**src/rtl/wake_evt_pkg.sv**
```systemverilog
package wake_evt_pkg;
  localparam int unsigned OFS_STATUS = 0;
  localparam int unsigned OFS_ENABLE = 2;
  localparam int unsigned FLAG_BIT   = 0;
endpackage

```
**src/rtl/wake_evt_sync.sv**
```systemverilog
module wake_evt_sync #(
  parameter int unsigned STAGES = 2
) (
  input  logic clk_i,
  input  logic rst_ni,
  input  logic evt_i,
  output logic rise_o
);
  localparam int unsigned LAST = STAGES - 1;

  logic [STAGES-1:0] pipe_q;
  logic              prev_q;

  always_ff @(posedge clk_i or negedge rst_ni) begin
    if (!rst_ni) begin
      pipe_q <= '0;
      prev_q <= 1'b0;
    end else begin
      pipe_q <= {pipe_q[STAGES-2:0], evt_i};
      prev_q <= pipe_q[LAST];
    end
  end

  assign rise_o = pipe_q[LAST] & ~prev_q;


  single_rise_chk: assert property (@(posedge clk_i) disable iff (!rst_ni)
    rise_o |=> !rise_o);
endmodule

```
**src/rtl/wake_evt_core.sv**
```systemverilog
module wake_evt_core (
  input  logic clk_i,
  input  logic rst_ni,
  input  logic set_i,
  input  logic clr_i,
  input  logic en_we_i,
  input  logic en_d_i,
  output logic status_o,
  output logic enable_o,
  output logic req_no
);
  logic status_q, enable_q, req_nq;

  // standby-rail state: only rst_ni clears it
  always_ff @(posedge clk_i or negedge rst_ni) begin
    if (!rst_ni) begin
      status_q <= 1'b0;
      enable_q <= 1'b0;
      req_nq   <= 1'b1;
    end else begin
      status_q <= set_i | (status_q & ~clr_i);  // set wins over clear
      if (en_we_i) enable_q <= en_d_i;
      req_nq   <= ~(status_q & enable_q);
    end
  end

  assign status_o = status_q;
  assign enable_o = enable_q;
  assign req_no   = req_nq;


  set_wins_chk: assert property (@(posedge clk_i) disable iff (!rst_ni)
    set_i |=> status_q);

  w1c_chk: assert property (@(posedge clk_i) disable iff (!rst_ni)
    (clr_i && !set_i) |=> !status_q);

  en_hold_chk: assert property (@(posedge clk_i) disable iff (!rst_ni)
    !en_we_i |=> $stable(enable_q));

  req_lag_chk: assert property (@(posedge clk_i) disable iff (!rst_ni)
    1'b1 |=> (req_nq == !($past(status_q) && $past(enable_q))));
endmodule

```
**src/rtl/wake_evt_regs.sv**
```systemverilog
module wake_evt_regs #(
  parameter int unsigned NUM_EVT     = 4,
  parameter int unsigned ADDR_W      = 4,
  parameter int unsigned DATA_W      = 8,
  parameter int unsigned SYNC_STAGES = 2
) (
  input  logic              clk_i,
  input  logic              rst_ni,
  input  logic              main_por_ni,
  input  logic              hard_rst_ni,
  input  logic              soft_rst_ni,
  input  logic [NUM_EVT-1:0] evt_i,
  input  logic [ADDR_W-1:0] addr_i,
  input  logic              wr_i,
  input  logic [DATA_W-1:0] wr_data_i,
  input  logic              rd_i,
  output logic [DATA_W-1:0] rd_data_o,
  output logic              evt_req_no
);
  import wake_evt_pkg::*;

  localparam logic [ADDR_W-1:0] STATUS_ADDR = ADDR_W'(OFS_STATUS);
  localparam logic [ADDR_W-1:0] ENABLE_ADDR = ADDR_W'(OFS_ENABLE);

  logic [NUM_EVT-1:0] rise;
  logic sync_rst_n, set_any, clr, en_we, status, enable;
  logic unused_wdata;

  // main-rail resets only re-arm the synchronizers
  assign sync_rst_n = rst_ni & main_por_ni & hard_rst_ni & soft_rst_ni;

  for (genvar i = 0; i < NUM_EVT; i++) begin : g_evt
    wake_evt_sync #(.STAGES(SYNC_STAGES)) u_sync (
      .clk_i  (clk_i),
      .rst_ni (sync_rst_n),
      .evt_i  (evt_i[i]),
      .rise_o (rise[i])
    );
  end

  assign set_any = |rise;
  assign clr     = wr_i && (addr_i == STATUS_ADDR) && wr_data_i[FLAG_BIT];
  assign en_we   = wr_i && (addr_i == ENABLE_ADDR);
  assign unused_wdata = ^wr_data_i[DATA_W-1:1];

  wake_evt_core u_core (
    .clk_i    (clk_i),
    .rst_ni   (rst_ni),
    .set_i    (set_any),
    .clr_i    (clr),
    .en_we_i  (en_we),
    .en_d_i   (wr_data_i[FLAG_BIT]),
    .status_o (status),
    .enable_o (enable),
    .req_no   (evt_req_no)
  );

  always_comb begin
    rd_data_o = '0;
    if (rd_i) begin
      if (addr_i == STATUS_ADDR)      rd_data_o[FLAG_BIT] = status;
      else if (addr_i == ENABLE_ADDR) rd_data_o[FLAG_BIT] = enable;
    end
  end


  rsvd_zero_chk: assert property (@(posedge clk_i) disable iff (!rst_ni)
    rd_data_o[DATA_W-1:1] == '0);

  idle_rd_chk: assert property (@(posedge clk_i) disable iff (!rst_ni)
    !rd_i |-> (rd_data_o == '0));

  main_rst_keep_chk: assert property (@(posedge clk_i) disable iff (!rst_ni)
    (!sync_rst_n && !wr_i) |=> $stable(enable));
endmodule

```
**config.mk**
```make
export PLATFORM = sky130hd
export DESIGN_NAME = wake_evt_regs
export DESIGN_NICKNAME = d
export VERILOG_FILES = /design/src/rtl/wake_evt_pkg.sv /design/src/rtl/wake_evt_sync.sv /design/src/rtl/wake_evt_core.sv /design/src/rtl/wake_evt_regs.sv
export SDC_FILE = /design/constraint.sdc
export NUM_CORES = 1
export LEC_CHECK = 0
export BUFFER_PORTS_ARGS = -buffer_cell sky130_fd_sc_hd__buf_2
export CAP_MARGIN = 20
export CORE_AREA = 4 4 41 43
export CTS_BUF_LIST = sky130_fd_sc_hd__clkbuf_2
export DETAILED_ROUTE_END_ITERATION = 16
export DIE_AREA = 0 0 45 47
export GPL_ROUTABILITY_DRIVEN = 0
export HOLD_SLACK_MARGIN = 0.06
export PLACE_DENSITY = 0.75
export SYNTH_ARGS = -nofsm -noshare
export SYNTH_HDL_FRONTEND = slang
export SYNTH_SLANG_ARGS = --single-unit
```
**constraint.sdc**
```tcl
create_clock -name clk_i -period 1.4 [get_ports clk_i]
set_input_delay 0.21 -clock clk_i [delete_from_list [all_inputs] [get_ports clk_i]]
set_output_delay 0.21 -clock clk_i [all_outputs]
set_load 0.005 [all_outputs]
```
### Yosys cells after proc, flatten, opt, wreduce, memory -nomap -nowiden

Cells that the tools add are included.

| storage, ports and cells | value |
|---|---|
| flip-flop bits (word level) | 15 |
| output and inout port bits | 9 |
| word-level logic and storage cells | 36 |
| bits of input ports | 23 |

| cells by class | value |
|---|---|
| equal/unequal tests | 1 |
| reduce and logical (&&, ||, !) cells | 5 |
| multiplexer cells | 3 |
| bitwise logic cells | 16 |

Operators with widths:

| kind | number |
|---|---|
| bitwise AND 1 bit | 9 |
| NOT 1 bit | 6 |
| equality test 4 x 2 -> 1 bit (second input constant) | 1 |
| logical NOT 4 bit | 1 |
| OR reduction 4 bit | 1 |
| logical AND 1 bit | 3 |
| 2-to-1 mux 1 bit | 3 |
| OR 1 bit | 1 |

### Logic depth before layout (Yosys ltp)

| depth | value |
|---|---|
| depth after elaboration | 6 |
| depth in mapped cells | 3 |
| gate-level depth less buffers | 3 |

### Hierarchy

Synthesis repeated with hierarchy kept, for this count alone.

| second synthesis, totals | value |
|---|---|
| cells, all modules | 38 |
| area total of the unflattened synthesis | 573.0 um^2 |

Modules (own cells, without submodules):

| module | area each (um^2) | cells each | seq. area each (um^2) | times used |
|---|---|---|---|---|
| wake_evt_sync | 88.8 | 4 | 75.1 | 4 |
| wake_evt_regs | 111.4 | 15 | 0.0 | 1 |
| wake_evt_core | 106.4 | 7 | 76.3 | 1 |

### Worst setup path before layout

No wires, ideal clock.

| path | value |
|---|---|
| kind | input to register |
| start | in addr_i[0] |
| end | reg u_core.enable_q, in the netlist u_core.enable_o |
| library setup time | 125 ps |
| setup slack | 457 ps |
| stages | 3 |
| buffers on the path | 0 |
| data required time | 1275 ps |
| data arrival time | 818 ps |
| cells stage by stage | nor3_2 nand3_1 mux2_4 |

| on the way | value |
|---|---|
| longest elaborated chain between the ends | 2 |

RTL lines:

| what | line | text |
|---|---|---|
| start, declared | wake_evt_regs.sv:13 | `input logic [ADDR_W-1:0] addr_i,` |
| equality test 4 x 2 -> 1 bit | wake_evt_regs.sv:43 | `assign en_we = wr_i && (addr_i == ENABLE_ADDR);` |
| logical AND 1 bit | wake_evt_regs.sv:43 |  |
| end signal, assigned | wake_evt_core.sv:22 | `if (en_we_i) enable_q <= en_d_i;` |
| end, declared | wake_evt_core.sv:12 | `logic status_q, enable_q, req_nq;` |

No other way between the ends.
A chain may end at the register's enable or synchronous reset.

### Worst setup path in the final report

| path | value |
|---|---|
| start | reg u_core.enable_q, in the netlist u_core.enable_o |
| end | out rd_data_o[0] |

| on the way | value |
|---|---|
| longest elaborated chain between the ends | 3 |

RTL lines:

| what | line | text |
|---|---|---|
| 2-to-1 mux 1 bit | wake_evt_regs.sv:62 | `else if (addr_i == ENABLE_ADDR) rd_data_o[FLAG_BIT] = enable;` |
| 2-to-1 mux 1 bit | wake_evt_regs.sv:61 | `if (addr_i == STATUS_ADDR) rd_data_o[FLAG_BIT] = status;` |
| 2-to-1 mux 1 bit | wake_evt_regs.sv:60 | `if (rd_i) begin` |
| end, declared | wake_evt_regs.sv:17 | `output logic [DATA_W-1:0] rd_data_o,` |

No other way between the ends.

==> impl_metrics.toml <==
[outcome]
status = "completed"

[clock_tree]
cts.sink_count = 15
htree_levels = 1
clock_path_buffers = 2
clockRootBuffer = "clkbuf_2"
cts_made_buffers = 3
cts_tree = "done"
clk_latency_ps = 260
path_clk_slew_ps = 130

[logic_synthesis]
syn_avg_cell_area_sq_um = 13.80
yosysTopAreaCell = "dfrtp_1"
ys_seq_elements = 15
post_synth_num_cell_types = 15
synthFlopType = "dfrtp_1"
yosys_warnings = 0
synth_top_area_share_pct = 65.12
synth_edf_count = 0
synth_common_cells = "dfrtp_1, buf_4, inv_1"
seq_area_frac_synth_pct = 70.00
netlist_instances = 39
synthArstFlopShare_pct = 100.0
syn_area_sq_um = 538.0
yosysMostFrequentCell = "dfrtp_1"
synth.area.top_cells = "dfrtp_1, buf_4, dfstp_2"

[timing]
hold_violations = 0
clock-skew-final_ps = 2.977
max_freq_ghz = 0.8386
setup_viol = 0
rsz0062_at_grt = "no"
period_needed_ps = 1192
tns_ps = 0
slew_viol_final = 0
fin_crit_sh_pct = 85.17

[route]
drt_wl_total_um = 774
drt_iter0_drc = 1
vias_per_cell = 4.275
via_count = 342
first_pass_iters = 2
avgRoutedWirePerCell_um = 9.675
route.detailed.drc = 0
ant_nets = 0

[cells_and_area]
nNetsFinal = 89
n_antenna_cell = 0
design_area_sq_um = 691.9
fillers = 123
drive_gt1_share_pct = 36.92
multiInputGateArea_sq_um = 116.4
register_area_sq_um = 376.6
syn_to_final_growth_pct = 28.60
instances_no_fill = 80

[global_route]
antenna_found_initial = 0
grt_pass1_wl_um = 1255
grt_use_total_pct = 8.488
overflow = 0
grt_pass1_vias = 322
grt_max_degree = 13

[setup_path]
critPathBufInv = 1
worst_path_max_delay_cell = "dfrtp_1"
worstSetupStartpointType = "flip-flop"
critPathRequiredTime_ps = 1190
cp.arrival_ps = 980
crit_path_end_kind = "primary output"
crit_fanout = 3
cp_top_family = "flip-flops"
setup.worst_path.class = "flip-flop to primary output"
critical_path.cell_chain = "mux2i_1 > nor2_1 > buf_2"
cpPeakStageDelay_ps = 420

[die]
die_h_um = 47
floorplan.initialDensity_pct = 41.35
rows = 13
core_sq_mm = 0.001301
dieArea_sq_mm = 0.002115
die_w_um = 45
io_pins = 32

[placed_design]
portBuffers = 17
placed_cell_area_sq_um = 611.8
placedCellCount = 70

[power]
p_total_w = 0.0007541
p_per_area_mw_per_mm2 = 1090
p_leak_nw = 0.3693
ir_worst_vdd_mv = 0.6571

[hold_path]
hold_class = "input port to async pin"

[run]
drv_cap = 0
layer usage:
| layer | vias up | routed length [um] | global-route usage, % |
|---|---|---|---|
| met2 | 19 | 353 | 12.43 |
| li1 | 165 | - | - |
| met4 | 0 | 0 | 3.509 |
| met5 | - | 0 | 0 |
| met1 | 158 | 301 | 10.95 |
| met3 | 0 | 119 | 3.831 |
cells by family (layout without fill, tap and decap cells):
logic type,after synthesis,count (layout),share of synthesized area (%)
and+or+nand+nor,7,7,8.139
buffers and inverters,11,31,12.56
other,1,7,0.6970
AOI/OAI and AO/OA,3,3,3.953
muxes,2,2,4.650
DFF,15,15,70.00
flip-flops by register name (all words and copies together) (netlist names):
register             flops
g_evt.u_sync.prev_q      4
u_core.status_o          1
u_core.req_no            1
u_core.enable_o          1
g_evt.u_sync.pipe_q      8
stage by stage:
stage          util, %  hold WS (ps)  worst slack (ps)
2_1_floorplan        -        -85.59             457.0
3_3_place_gp     47.02         11.27             304.6
3_5_place_dp     47.02         14.58             286.4
4_1_cts          53.17         67.32             178.3
5_1_grt          53.17         89.78             105.5
6_report         53.17         54.46             207.6
power breakdown:
| part | internal, W | total (W) | switching [W] |
|---|---|---|---|
| registers | 0.000469 | 0.000481 | 0.0000120 |
| clock network | 0.0000758 | 0.000194 | 0.000119 |
| logic | 0.0000477 | 0.0000786 | 0.0000309 |
path summary, 6_finish.rpt:
check | slack (ps) | to | depth (start not counted) | startpoint
worst max-delay path | 210 | rd_data_o[0] | 3 | u_core.enable_o$_DFFE_PN0P_
worst min-delay path | 50 | g_evt[1].u_sync.prev_q$_DFF_PN0_ | 2 | main_por_ni
min in group clk_i | 200 | u_core.enable_o$_DFFE_PN0P_ | 2 | wr_data_i[0]
worst max register to register | 520 | u_core.status_o$_DFF_PN0_ | 3 | g_evt[0].u_sync.pipe_q[1]$_DFF_PN0_
max in group asynchronous | 410 | g_evt[3].u_sync.pipe_q[1]$_DFF_PN0_ | 3 | rst_ni
worst min register to register | 360 | g_evt[1].u_sync.pipe_q[1]$_DFF_PN0_ | 0 | g_evt[1].u_sync.pipe_q[0]$_DFF_PN0_
layout by cell type, fill, tap and decap left out, drive strengths merged:
cell type     n
buf          17
dfrtp        14
conb          7
dlygate4sd3   6
inv           4
clkbuf        4
o22ai         2
nand2         2
nor3          1
nand4b        1
a211o         1
mux2i         1
nor2          1
nand3         1
mux2          1
and4          1
dfstp         1
what timing repair did:
action,4_1_cts,5_1_grt
hold endpoints to repair,11,0
hold buffers,6,0
buffers inserted,0,0
resized for setup,0,0
area by class of cell:
class | instances | area share, %
Clock buffer | 4 | 2.893
Inverter | 4 | 2.170
Multi-Input combinational cell | 19 | 16.82
Sequential cell | 15 | 54.43
Tap cell | 15 | 2.712
Timing Repair Buffer | 23 | 20.98
Power figures use the tool's default switching activity.
